File: config.mk
export PLATFORM = sky130hd
export DESIGN_NAME = ata_strobe_gen
export DESIGN_NICKNAME = d
export VERILOG_FILES = /design/src/rtl/ata_strobe_pkg.sv /design/src/rtl/ata_timing_decode.sv /design/src/rtl/ata_phase_counter.sv /design/src/rtl/ata_phase_fsm.sv /design/src/rtl/ata_strobe_gen.sv
export SDC_FILE = /design/constraint.sdc
export NUM_CORES = 1
export LEC_CHECK = 0
export ABC_CLOCK_PERIOD_IN_PS = 4100
export BUFFER_PORTS_ARGS = -buffer_cell sky130_fd_sc_hd__buf_4
export CAP_MARGIN = 20
export CORE_AREA = 2 2 51 53
export CTS_BUF_LIST = sky130_fd_sc_hd__clkbuf_16
export CTS_CLUSTER_DIAMETER = 30
export DETAILED_ROUTE_END_ITERATION = 8
export DIE_AREA = 0 0 53 55
export GPL_ROUTABILITY_DRIVEN = 0
export PLACE_DENSITY = 0.77
export SETUP_SLACK_MARGIN = 0.3
export SYNTH_ARGS = -nofsm -noshare
export SYNTH_HDL_FRONTEND = slang
export SYNTH_SLANG_ARGS = --single-unit
File: constraint.sdc
create_clock -name clk -period 4.1 [get_ports clk]
set_clock_uncertainty 0.2 [all_clocks]
set_input_delay 0.615 -clock clk [delete_from_list [all_inputs] [get_ports clk]]
set_output_delay 0.615 -clock clk [all_outputs]
set_load 0.05 [all_outputs]
File: src/rtl/ata_strobe_pkg.sv
package ata_strobe_pkg;
   localparam int CNT_W = 5;

   // field positions inside the packed timing word
   localparam int DAT_REC_LSB = 0;
   localparam int DAT_REC_W   = 4;
   localparam int DAT_ACT_LSB = 4;
   localparam int DAT_ACT_W   = 5;
   localparam int CMD_REC_LSB = 9;
   localparam int CMD_REC_W   = 4;
   localparam int CMD_ACT_LSB = 13;
   localparam int CMD_ACT_W   = 5;
   localparam int DAT_SET_LSB = 22;
   localparam int DAT_SET_W   = 3;
   localparam int CMD_SET_LSB = 25;
   localparam int CMD_SET_W   = 3;
   localparam int TIMING_TOP  = 28;

   typedef enum logic [1:0] {
      PH_IDLE    = 2'd0,
      PH_SETUP   = 2'd1,
      PH_ACTIVE  = 2'd2,
      PH_RECOVER = 2'd3
   } phase_e;

   typedef struct packed {
      logic [CNT_W-1:0] setup;
      logic [CNT_W-1:0] active;
      logic [CNT_W-1:0] recover;
   } phase_set_t;
endpackage

File: src/rtl/ata_timing_decode.sv
module ata_timing_decode
   import ata_strobe_pkg::*;
#(
   parameter int WORD_W = 32
) (
   input  logic [WORD_W-1:0] word_i,
   input  logic              cmd_sel_i,
   output phase_set_t        set_o
);
   generate
      if (WORD_W < TIMING_TOP) begin : g_bad_width
         $error("ata_timing_decode: WORD_W too small for the field layout");
      end
   endgenerate

   function automatic logic [CNT_W-1:0] pick(input logic [WORD_W-1:0] w,
                                             input int lsb, input int width);
      logic [WORD_W-1:0] sh;
      logic [CNT_W-1:0]  msk;
      sh  = w >> lsb;
      msk = CNT_W'((1 << width) - 1);
      return sh[CNT_W-1:0] & msk;
   endfunction

   // upper option bits play no part in strobe timing
   logic unused_top;
   assign unused_top = ^word_i[WORD_W-1:TIMING_TOP];

   always_comb begin
      if (cmd_sel_i) begin
         set_o.setup   = pick(word_i, CMD_SET_LSB, CMD_SET_W);
         set_o.active  = pick(word_i, CMD_ACT_LSB, CMD_ACT_W);
         set_o.recover = pick(word_i, CMD_REC_LSB, CMD_REC_W);
      end else begin
         set_o.setup   = pick(word_i, DAT_SET_LSB, DAT_SET_W);
         set_o.active  = pick(word_i, DAT_ACT_LSB, DAT_ACT_W);
         set_o.recover = pick(word_i, DAT_REC_LSB, DAT_REC_W);
      end
   end
endmodule

File: src/rtl/ata_phase_counter.sv
module ata_phase_counter #(
   parameter int CNT_W = 5
) (
   input  logic             clk,
   input  logic             rst_n,
   input  logic             load_i,
   input  logic [CNT_W-1:0] load_val_i,
   output logic             zero_o
);
   logic [CNT_W-1:0] cnt_q;

   always_ff @(posedge clk or negedge rst_n) begin
      if (!rst_n)              cnt_q <= '0;
      else if (load_i)         cnt_q <= load_val_i;
      else if (cnt_q != '0)    cnt_q <= cnt_q - 1'b1;
   end

   assign zero_o = (cnt_q == '0);
endmodule

File: src/rtl/ata_phase_fsm.sv
module ata_phase_fsm
   import ata_strobe_pkg::*;
(
   input  logic             clk,
   input  logic             rst_n,
   input  logic             start_i,
   input  logic             cont_i,
   input  logic             cnt_zero_i,
   input  logic [CNT_W-1:0] live_setup_i,
   input  phase_set_t       held_i,
   output phase_e           phase_o,
   output logic             load_o,
   output logic [CNT_W-1:0] load_val_o
);
   phase_e phase_q, phase_d;

   always_comb begin
      phase_d    = phase_q;
      load_o     = 1'b0;
      load_val_o = '0;
      unique case (phase_q)
         PH_IDLE: if (start_i) begin
            phase_d    = PH_SETUP;
            load_o     = 1'b1;
            load_val_o = live_setup_i;
         end
         PH_SETUP: if (cnt_zero_i) begin
            phase_d    = PH_ACTIVE;
            load_o     = 1'b1;
            load_val_o = held_i.active;
         end
         PH_ACTIVE: if (cnt_zero_i) begin
            phase_d    = PH_RECOVER;
            load_o     = 1'b1;
            load_val_o = held_i.recover;
         end
         PH_RECOVER: if (cnt_zero_i) begin
            if (cont_i) begin
               phase_d    = PH_ACTIVE;
               load_o     = 1'b1;
               load_val_o = held_i.active;
            end else begin
               phase_d = PH_IDLE;
            end
         end
         default: phase_d = PH_IDLE;
      endcase
   end

   always_ff @(posedge clk or negedge rst_n) begin
      if (!rst_n) phase_q <= PH_IDLE;
      else        phase_q <= phase_d;
   end

   assign phase_o = phase_q;
endmodule

File: src/rtl/ata_strobe_gen.sv
module ata_strobe_gen
   import ata_strobe_pkg::*;
#(
   parameter int WORD_W  = 32,
   parameter int N_LANES = 2
) (
   input  logic              clk,
   input  logic              rst_n,
   input  logic              start_i,
   input  logic              cont_i,
   input  logic              rd_sel_i,
   input  logic              cmd_sel_i,
   input  logic [WORD_W-1:0] timing_i,
   output logic              rd_strobe_n_o,
   output logic              wr_strobe_n_o,
   output logic              done_o
);
   generate
      if (N_LANES != 2) begin : g_bad_lanes
         $error("ata_strobe_gen: exactly two strobe lanes are supported");
      end
   endgenerate

   phase_set_t       live_set, held_q;
   logic             rd_q;
   phase_e           phase;
   logic             load, cnt_zero, accept;
   logic [CNT_W-1:0] load_val;
   logic [N_LANES-1:0] strobe_n;

   ata_timing_decode #(.WORD_W(WORD_W)) u_decode (
      .word_i    (timing_i),
      .cmd_sel_i (cmd_sel_i),
      .set_o     (live_set)
   );

   assign accept = (phase == PH_IDLE) && start_i;

   // keep only the decoded phase lengths, not the whole word
   always_ff @(posedge clk or negedge rst_n) begin
      if (!rst_n) begin
         held_q <= '0;
         rd_q   <= 1'b0;
      end else if (accept) begin
         held_q <= live_set;
         rd_q   <= rd_sel_i;
      end
   end

   ata_phase_fsm u_fsm (
      .clk          (clk),
      .rst_n        (rst_n),
      .start_i      (start_i),
      .cont_i       (cont_i),
      .cnt_zero_i   (cnt_zero),
      .live_setup_i (live_set.setup),
      .held_i       (held_q),
      .phase_o      (phase),
      .load_o       (load),
      .load_val_o   (load_val)
   );

   ata_phase_counter #(.CNT_W(CNT_W)) u_cnt (
      .clk        (clk),
      .rst_n      (rst_n),
      .load_i     (load),
      .load_val_i (load_val),
      .zero_o     (cnt_zero)
   );

   // lane 0 = read strobe, lane 1 = write strobe
   for (genvar i = 0; i < N_LANES; i++) begin : g_lane
      localparam logic LANE_IS_RD = (i == 0);
      assign strobe_n[i] = !((phase == PH_ACTIVE) && (rd_q == LANE_IS_RD));
   end

   assign rd_strobe_n_o = strobe_n[0];
   assign wr_strobe_n_o = strobe_n[1];
   assign done_o        = (phase == PH_RECOVER) && cnt_zero;
endmodule

* Yosys cells after proc, flatten, opt, wreduce, memory -nomap -nowiden
Index checks and enable logic that the tools add are counted.
Word-level totals: register bits after elaboration 18, bits of input ports 38, output and inout port bits 3, word-level logic and storage cells 46
Operators by class: $add $sub $neg 1, eq/ne operators 7, muxes and demuxes 20, bitwise operators 1, reduce and logical (&&, ||, !) cells 12
Operator list (count):
- $mux 5 | 6
- $pmux 5 s4 | 1
- $mux 13 | 1
- $mux 2 | 5
- $ne 2x2->1 const B | 4
- $pmux 2 s4 | 1
- $logic_not 5->1 | 1
- $reduce_bool 5->1 | 1
- $sub 5x1->5 const B | 1
- $eq 2x2->1 const B | 2
- $logic_and 1x1->1 | 4
- $mux 1 | 4
- $reduce_and 4->1 | 1
- $mux 3 | 1
- $pmux 1 s3 | 1
- $eq 2x1->1 const B | 1
- $logic_not 1->1 | 2
- $logic_not 2->1 | 1
- $reduce_bool 2->1 | 1
- $reduce_or 2->1 | 1
- $not 1->1 | 1

* Depth between registers and ports, before layout
Gate-level depths: netlist (run 1).
word-level depth 4, gate-level depth with buffers 7, mapped depth without buffers 6

* Cells and area by module
Synthesis (run 1) repeated with hierarchy kept, for this count alone.
Unflattened totals: cells, all modules 117, area, all modules 1418.9 um^2
Modules (own cells, without submodules):
- ata_strobe_gen | times used 1, cells an instance 37, area an instance 634.4 um^2
- ata_phase_fsm | times used 1, cells an instance 36, area an instance 295.3 um^2
- ata_phase_counter | times used 1, cells an instance 27, area an instance 279.0 um^2
- ata_timing_decode | times used 1, cells an instance 17, area an instance 210.2 um^2

* Least setup slack after synthesis (run 1)
Ideal clock, no wire load.
path kind reg-to-output, start register u_cnt.cnt_q[0], end output port done_o, arrival time 1.354 ns, data required time 3.285 ns, path slack 1.931 ns, stages on the path, launching flop included 6, buffers on the path 1, cell sequence dfrtp_1 inv_1 ha_1 nor4b_4 buf_6 and2_2
On the way: word-level cells in the longest chain between the ends 2
Ends and longest elaborated chain:
- start, declared | RTL line ata_phase_counter.sv:10 | logic [CNT_W-1:0] cnt_q;
- start signal, assigned | RTL line ata_phase_counter.sv:14 | else if (load_i) cnt_q <= load_val_i;
- start signal, assigned | RTL line ata_phase_counter.sv:15 | else if (cnt_q != '0) cnt_q <= cnt_q - 1'b1;
- $logic_not 5->1 | RTL line ata_phase_counter.sv:18 | assign zero_o = (cnt_q == '0);
- $logic_and 1x1->1 | RTL line ata_strobe_gen.sv:79 | assign done_o = (phase == PH_RECOVER) && cnt_zero;
- end, declared | RTL line ata_strobe_gen.sv:16 | output logic done_o
No other way between the ends.

* Worst setup path after layout (run 1)
Ends and elaborated chain as after synthesis.

==> metrics.md, run 1 <==
| Metric | Value |
|---|---|
| Clock transition at path regs | `around 0.050 ns` |
| GRT Util Overall | `between 15 and 20%` |
| Grt ovf | `0` |
| Global-route wire length before repair | `3.88 mm` |
| CP required | `about 3.3 ns` |
| CP arrival | `~1.9 ns` |
| Flop-to-flop setup slack | `1.79 ns` |
| Clock sink total | `17` |
| CP Launch Type | `flop` |
| Share of cells above drive strength 1 | `between 20% and 30%` |
| Post-synth EDFFs | `0` |
| Seq/Total Area, Yosys | `between 30% and 40%` |
| Pins Over Slew Limit | `0` |
| Async S/R FF share, synth | `100%` |
| Leakage | `slightly below 0.7 nW` |
| # diodes | `0` |
| Row count | `18` |
| Die X | `approximately 53 µm` |
| Die Area | `0.00292 mm²` |
| TNS Setup | `0 ns` |
| Final worst path period need | `roughly 2.7 ns` |
| Critical path peak fanout | `12` |
| Initial Util | `46.9%` |
| Net count reported at finish | `190` |
| H-tree depth | `1` |
| CTS tree | `built` |
| CTS buffer count | `3` |
| Avg Inst Size Synth | `roughly 9.7 µm²` |
| Worst setup margin | `approximately 1.4 ns` |
| CTS max path bufs | `2` |
| Final hold viol count | `0` |
| CTS resizes | `0` |
| Max rail drop VDD | `~0.44 mV` |
| Die Ht | `~55 µm` |
| Core area | `about 0.0024 mm²` |
| Total power | `about 1.0 mW` |
| Reg2reg end | `u_cnt.cnt_q[2]$_DFFE_PN0P_` |
| Design area | `0.00143 mm²` |
| Top_reg_cell synth | `dfrtp_1` |
| Setup Viol. Count Final | `0` |
| Max-Cap Viols | `0` |
| Worst slew margin | `a little under three fifths` |
| Syn_nets | `about 160` |
| CTS hold repair buffers | `0` |
| Status | `complete, no violations` |
| Routed Antenna Nets | `0` |
| Hold_ws | `0.0263 ns` |
| Commonest non-fill, non-tap cell in the layout | `buf_4` |
| Fin cells | `175` |
| Synthesized flop and latch total | `17` |
| Post-DP HPWL | `between 1.5 and 2 mm` |
| Fin crit share | `between 60% and 70%` |
| Mapped cell area | `about 0.0011 mm²` |
| Vias in the first global route | `925` |
| Syn Inst Count | `between 100 and 150` |
| Total number of vias | `around 950` |
| Most frequent cells in the layout | `buf_4, dfrtp_1, mux2i_1, nor2_1, a21oi_1` |
| Critical path origin | `u_cnt.cnt_q[0]$_DFFE_PN0P_` |
| DR vias/cell | `around 5.5` |
| WL final | `2.27 mm` |
| FILL cells | `between 150 and 200` |
| Netlist cell types | `37` |
| Worst Hold Class | `input pin to asynchronous set/reset pin` |
| Root Buffer | `clkbuf_16` |
| Placed inst area | `roughly 0.0014 mm²` |
| Reg-to-Reg Start | `u_cnt.cnt_q[0]$_DFFE_PN0P_` |
| # IOs | `41` |
| DR iter-0 viols | `13` |
| Pin count of the biggest net entering global routing | `20` |
| Crit path kind | `flop to output port` |
| PwrDens | `a little over 700 mW/mm²` |
| Post-CTS Setup Inserts | `0` |
| Critical path, cell by cell | `inv_1 > ha_1 > nor4b_4 > and2_2 > buf_4` |
| DRC | `0` |
| Synth Warn # | `0` |
| Slowest library cell on the worst path | `nor4b_4` |
| Pre-CTS setup slack | `roughly 1.6 ns` |
| Max stage delay on crit path | `around 0.57 ns` |
| Nature of the critical path endpoint | `output port` |
| Dpl cells | `between 150 and 200` |
| Routed wire per std cell | `roughly 13 µm` |
| Worst Max-Slew Pin Slew | `between 0.6 and 0.7 ns` |
| Final Util | `about three fifths` |
| Buffers added on ports | `32` |
| RSZ-0062 raised after global routing | `false` |
| Maximum clock frequency | `364 MHz` |
| Clock Latency Late Sink | `0.25 ns` |
| Layout Area Growth over Synthesis | `28.7%` |
| DRT Pass-1 Iters | `4` |
| Initial antenna violation count | `0` |
| R2R depth | `6` |
==> how the worst max path moves through the flow <==
stage / to / slack, ns / cells after the start
floorplan: done_o / 1.93 / 5
global placement: done_o / 1.66 / 5
detailed placement: done_o / 1.65 / 5
CTS: done_o / 1.36 / 5
global route: done_o / 1.22 / 5
finish: done_o / 1.36 / 5
==> synth_stat cells (all sizes together), types with 4 or more instances <==
master	count	area (µm²)
a21oi	11	58.8
a22oi	4	30.0
buf	5	33.8
dfrtp	17	425
ha	6	75.1
inv	6	22.5
mux2i	12	120
nand2	8	32.5
nor2	12	45.0
o21ai	4	20.0
o22ai	4	31.3
==> final cells by class <==
type / instances / area, µm² / area share [%]
inverters: 6 / 22.5 / 1.58
well taps: 30 / 37.5 / 2.63
clock buffers: 3 / 75.1 / 5.25
repair buffers: 32 / 240 / 16.8
clock inverters: 1 / 3.75 / 0.263
multi-input cells: 86 / 624 / 43.7
flip-flops and latches: 17 / 425 / 29.8
==> flip-flops by register name (all words and copies together), names as in the netlist <==
signal and cells:
rd_q 1, held_q 9, u_fsm.phase_o 2, u_cnt.cnt_q 5
==> critical path: cells and delay by family (launching register included) <==
family | cells | cell delay, ns
flip-flops | 1 | 0.38
AND/OR/NAND/NOR | 2 | 0.82
adder cells (fa/ha/maj) | 1 | 0.21
buffers and inverters | 2 | 0.27
==> where the power goes <==
group	internal [mW]	switching, mW	total [mW]
clock	0.129	0.0634	0.193
sequential	0.253	0.0628	0.316
combinational	0.237	0.294	0.531
total	0.620	0.420	1.04
==> cells by family after synthesis <==
kind of cell / count (synthesis) / share of synthesized area [%]
buffers and inverters: 12 / 5.41
adder cells (fa/ha/maj): 6 / 6.76
AND/OR/NAND/NOR: 30 / 13.9
multiplexers: 14 / 12.9
AO/OA/AOI/OAI: 34 / 21.2
XOR/XNOR: 2 / 1.58
flip-flops: 17 / 38.3
==> metal layers <==
| layer | vias up | track usage, % | part of all wire [%] |
|---|---|---|---|
| met4 | 0 | 4.70 | 0.75 |
| li1 | 475 | - | - |
| met3 | 4 | 3.76 | 4.9 |
| met5 | - | 0 | 0 |
| met1 | 444 | 22.3 | 42 |
| met2 | 31 | 31.9 | 52 |
No activity file was read; power rests on OpenSTA's default activity.
==> run 2: changes to the inputs <==
ABC_CLOCK_PERIOD_IN_PS = 2650   (was 4100)
CORE_AREA = 2 2 52 54   (was 2 2 51 53)
DIE_AREA = 0 0 54 56   (was 0 0 53 55)
PLACE_DENSITY = 0.74   (was 0.77)
clock period = 2.65 ns   (was 4.1 ns; I/O delays follow)
==> run 2 against run 1 <==
  * Count of clock-buffer cells in the layout unchanged
  * Via count decreased by 0.10%
  * Global-route usage decreased by 1.1 points
  * Critical path depth unchanged
  * First-iteration DRC count increased by 38%
  * Cell count increased by 2.3%
  * Clock power increased by 52%
  * Setup slack got worse by 0.88 ns
  * Critical endpoint unchanged
==> metrics.md, run 2 (same netlist as run 1, synthesis figures left out) <==
| Metric | Value |
|---|---|
| CP required | `2.05 ns (-1.23 ns)` |
| Worst Hold Class | `input pin to flop` |
| Crit path buf inv count | `2 (unchanged)` |
| Max-Cap Viols | `0 (unchanged)` |
| Die Area | `0.00302 mm² (+3.7%)` |
| Reg-to-Reg Start | `u_cnt.cnt_q[0]$_DFFE_PN0P_` |
| Row count | `18 (unchanged)` |
| Global-route wire length before repair | `3.90 mm (+0.54%)` |
| Pins Over Slew Limit | `0 (unchanged)` |
| Maximum clock frequency | `~460 MHz` |
| Layout Area Growth over Synthesis | `31.7%` |
| TNS Setup | `0 ns (unchanged)` |
| Net count reported at finish | `194 (+2.1%)` |
| Root Buffer | `clkbuf_16` |
| Share of cells above drive strength 1 | `30.9% (+1.2 points)` |
| DRT Pass-1 Iters | `4 (unchanged)` |
| DR vias/cell | `5.32 (-2.3%)` |
| Slowest library cell on the worst path | `dfrtp_1` |
| Final worst path period need | `~2.2 ns` |
| Nature of the critical path endpoint | `output port` |
| CP Launch Type | `flop` |
| Most frequent cells in the layout | `buf_4, dfrtp_1, mux2i_1, nor2_1, a21oi_1` |
| Critical path peak fanout | `3 (-9)` |
| Initial Util | `45.6% (-1.3 points)` |
| Biggest register | `held_q` |
| Critical path depth | `5 (unchanged)` |
| Worst slew margin | `71.7% (+15 points)` |
| Post-DP HPWL | `1.75 mm (+2.4%)` |
| Core area | `0.00243 mm² (+2.9%)` |
| Pre-CTS setup slack | `0.517 ns (-1.13 ns)` |
| Fin crit share | `around four fifths` |
| Clock transition at path regs | `0.05 ns (about the same)` |
| Reg2reg end | `u_cnt.cnt_q[2]$_DFFE_PN0P_` |
| Worst setup margin | `0.478 ns (-0.878 ns)` |
| Max rail drop VDD | `0.608 mV (+37%)` |
| Pin count of the biggest net entering global routing | `20 (unchanged)` |
| FILL cells | `206 (+6.7%)` |
| Routed met3 length | `105 µm (-5.4%)` |
| Largest register FFs | `9 (unchanged)` |
| CTS tree | `built` |
| DRC | `0 (unchanged)` |
| CP arrival | `1.57 ns (-0.36 ns)` |
| CTS resizes | `0 (unchanged)` |
| Critical path origin | `u_cnt.cnt_q[0]$_DFFE_PN0P_` |
| PwrDens | `1120 mW/mm² (+54%)` |
| GRT Util Overall | `16.9% (-1.1 points)` |
| Max stage delay on crit path | `0.40 ns (-0.17 ns)` |
| Top sig layer | `met4` |
| Clock sink total | `17 (unchanged)` |
| Crit path capture | `done_o` |
| Worst Max-Slew Pin Slew | `0.423 ns (-0.228 ns)` |
| Grt ovf | `0 (unchanged)` |
| Routed wire per std cell | `13.3 µm (+2.2%)` |
| Initial antenna violation count | `0 (unchanged)` |
| CTS max path bufs | `2 (unchanged)` |
| CTS buffer count | `3 (unchanged)` |
| Crit path kind | `flop to output port` |
| Final hold viol count | `0 (unchanged)` |
| Vias in the first global route | `916 (-0.97%)` |
| # IOs | `41 (unchanged)` |
| WL final | `2.38 mm (+4.5%)` |
| Clock Latency Late Sink | `0.24 ns (about the same)` |
| DR iter-0 viols | `18 (+5)` |
| Met2 wire length | `1.18 mm (-0.67%)` |
| Critical path, cell by cell | `inv_1 > ha_1 > nor4b_4 > and2_2 > buf_4` |
| Total number of vias | `953 (-0.10%)` |
| Flop-to-flop setup slack | `0.56 ns (-1.23 ns)` |
| Die Ht | `56 µm (+1.8%)` |
| Status | `complete, no violations` |
| H-tree depth | `1 (unchanged)` |
| Buffers added on ports | `32 (unchanged)` |
| Die X | `54 µm (+1.9%)` |
| Routed Antenna Nets | `0 (unchanged)` |
| R2R depth | `7 (+1)` |
| RSZ-0062 raised after global routing | `false` |
| CP top delay family | `simple AND/OR/NAND/NOR gates` |
| Metal-1 WL | `1.06 mm (+12%)` |
| Commonest non-fill, non-tap cell in the layout | `buf_4` |
| Setup Viol. Count Final | `0 (unchanged)` |
| Leakage | `0.701 nW (+2.9%)` |
| Hold_ws | `0.190 ns (+0.164 ns)` |
| # diodes | `0 (unchanged)` |
[run 2: cell count changes in the layout (fill, tap and decap cells not counted)]
cell,before,now
buf_4,32,35
dlygate4sd3_1,0,1
[run 2: cell type report]
type	instances	area [µm²]	area share, %
clock inverters	1	3.75	0.257
well taps	30	37.5	2.57
repair buffers	36	273	18.7
inverters	6	22.5	1.54
multi-input cells	86	624	42.7
clock buffers	3	75.1	5.14
flip-flops and latches	17	425	29.1
[run 2: metal layers]
layer | vias to the layer above | GRT usage, %
li1 | 482 | -
met1 | 435 | 22.4
met2 | 32 | 27.4
met3 | 4 | 2.69
met4 | 0 | 5.36
met5 | - | 0
[run 2: what timing repair did]
item	in CTS	in global routing
buffers inserted	1	0
hold buffers	1	0
endpoints found under the setup margin	1	0
endpoints found under the hold margin	17	0
[run 2: metrics by stage]
step	instance area (µm²)	total power [mW]	utilization (%)	instances
after global placement	1370	1.29	56.1	173
after detailed placement	1370	1.32	56.1	173
final	1460	1.64	60.1	179
after floorplan	1110	1.15	-	115
after CTS	1460	1.65	60.1	179
after global routing	1460	1.76	60.1	179
[run 2: power by group]
group | internal, mW | switching (mW)
clock | 0.200 | 0.0929
sequential | 0.392 | 0.102
combinational | 0.391 | 0.462
total | 0.983 | 0.657
[run 2: worst min path at each step]
| stage | slack [ns] | startpoint | depth (start not counted) | end |
|---|---|---|---|---|
| 2_1_floorplan | -0.1 | rst_n | 0 | held_q[0]$_DFFE_PN0P_ |
| 3_3_place_gp | 0.07 | rst_n | 1 | u_fsm.phase_o[1]$_DFFE_PN0P_ |
| 3_5_place_dp | 0.08 | rst_n | 1 | u_cnt.cnt_q[3]$_DFFE_PN0P_ |
| 4_1_cts | 0.19 | rd_sel_i | 2 | rd_q$_DFFE_PN0P_ |
| 5_1_grt | 0.20 | rd_sel_i | 2 | rd_q$_DFFE_PN0P_ |
| 6_report | 0.19 | rd_sel_i | 2 | rd_q$_DFFE_PN0P_ |
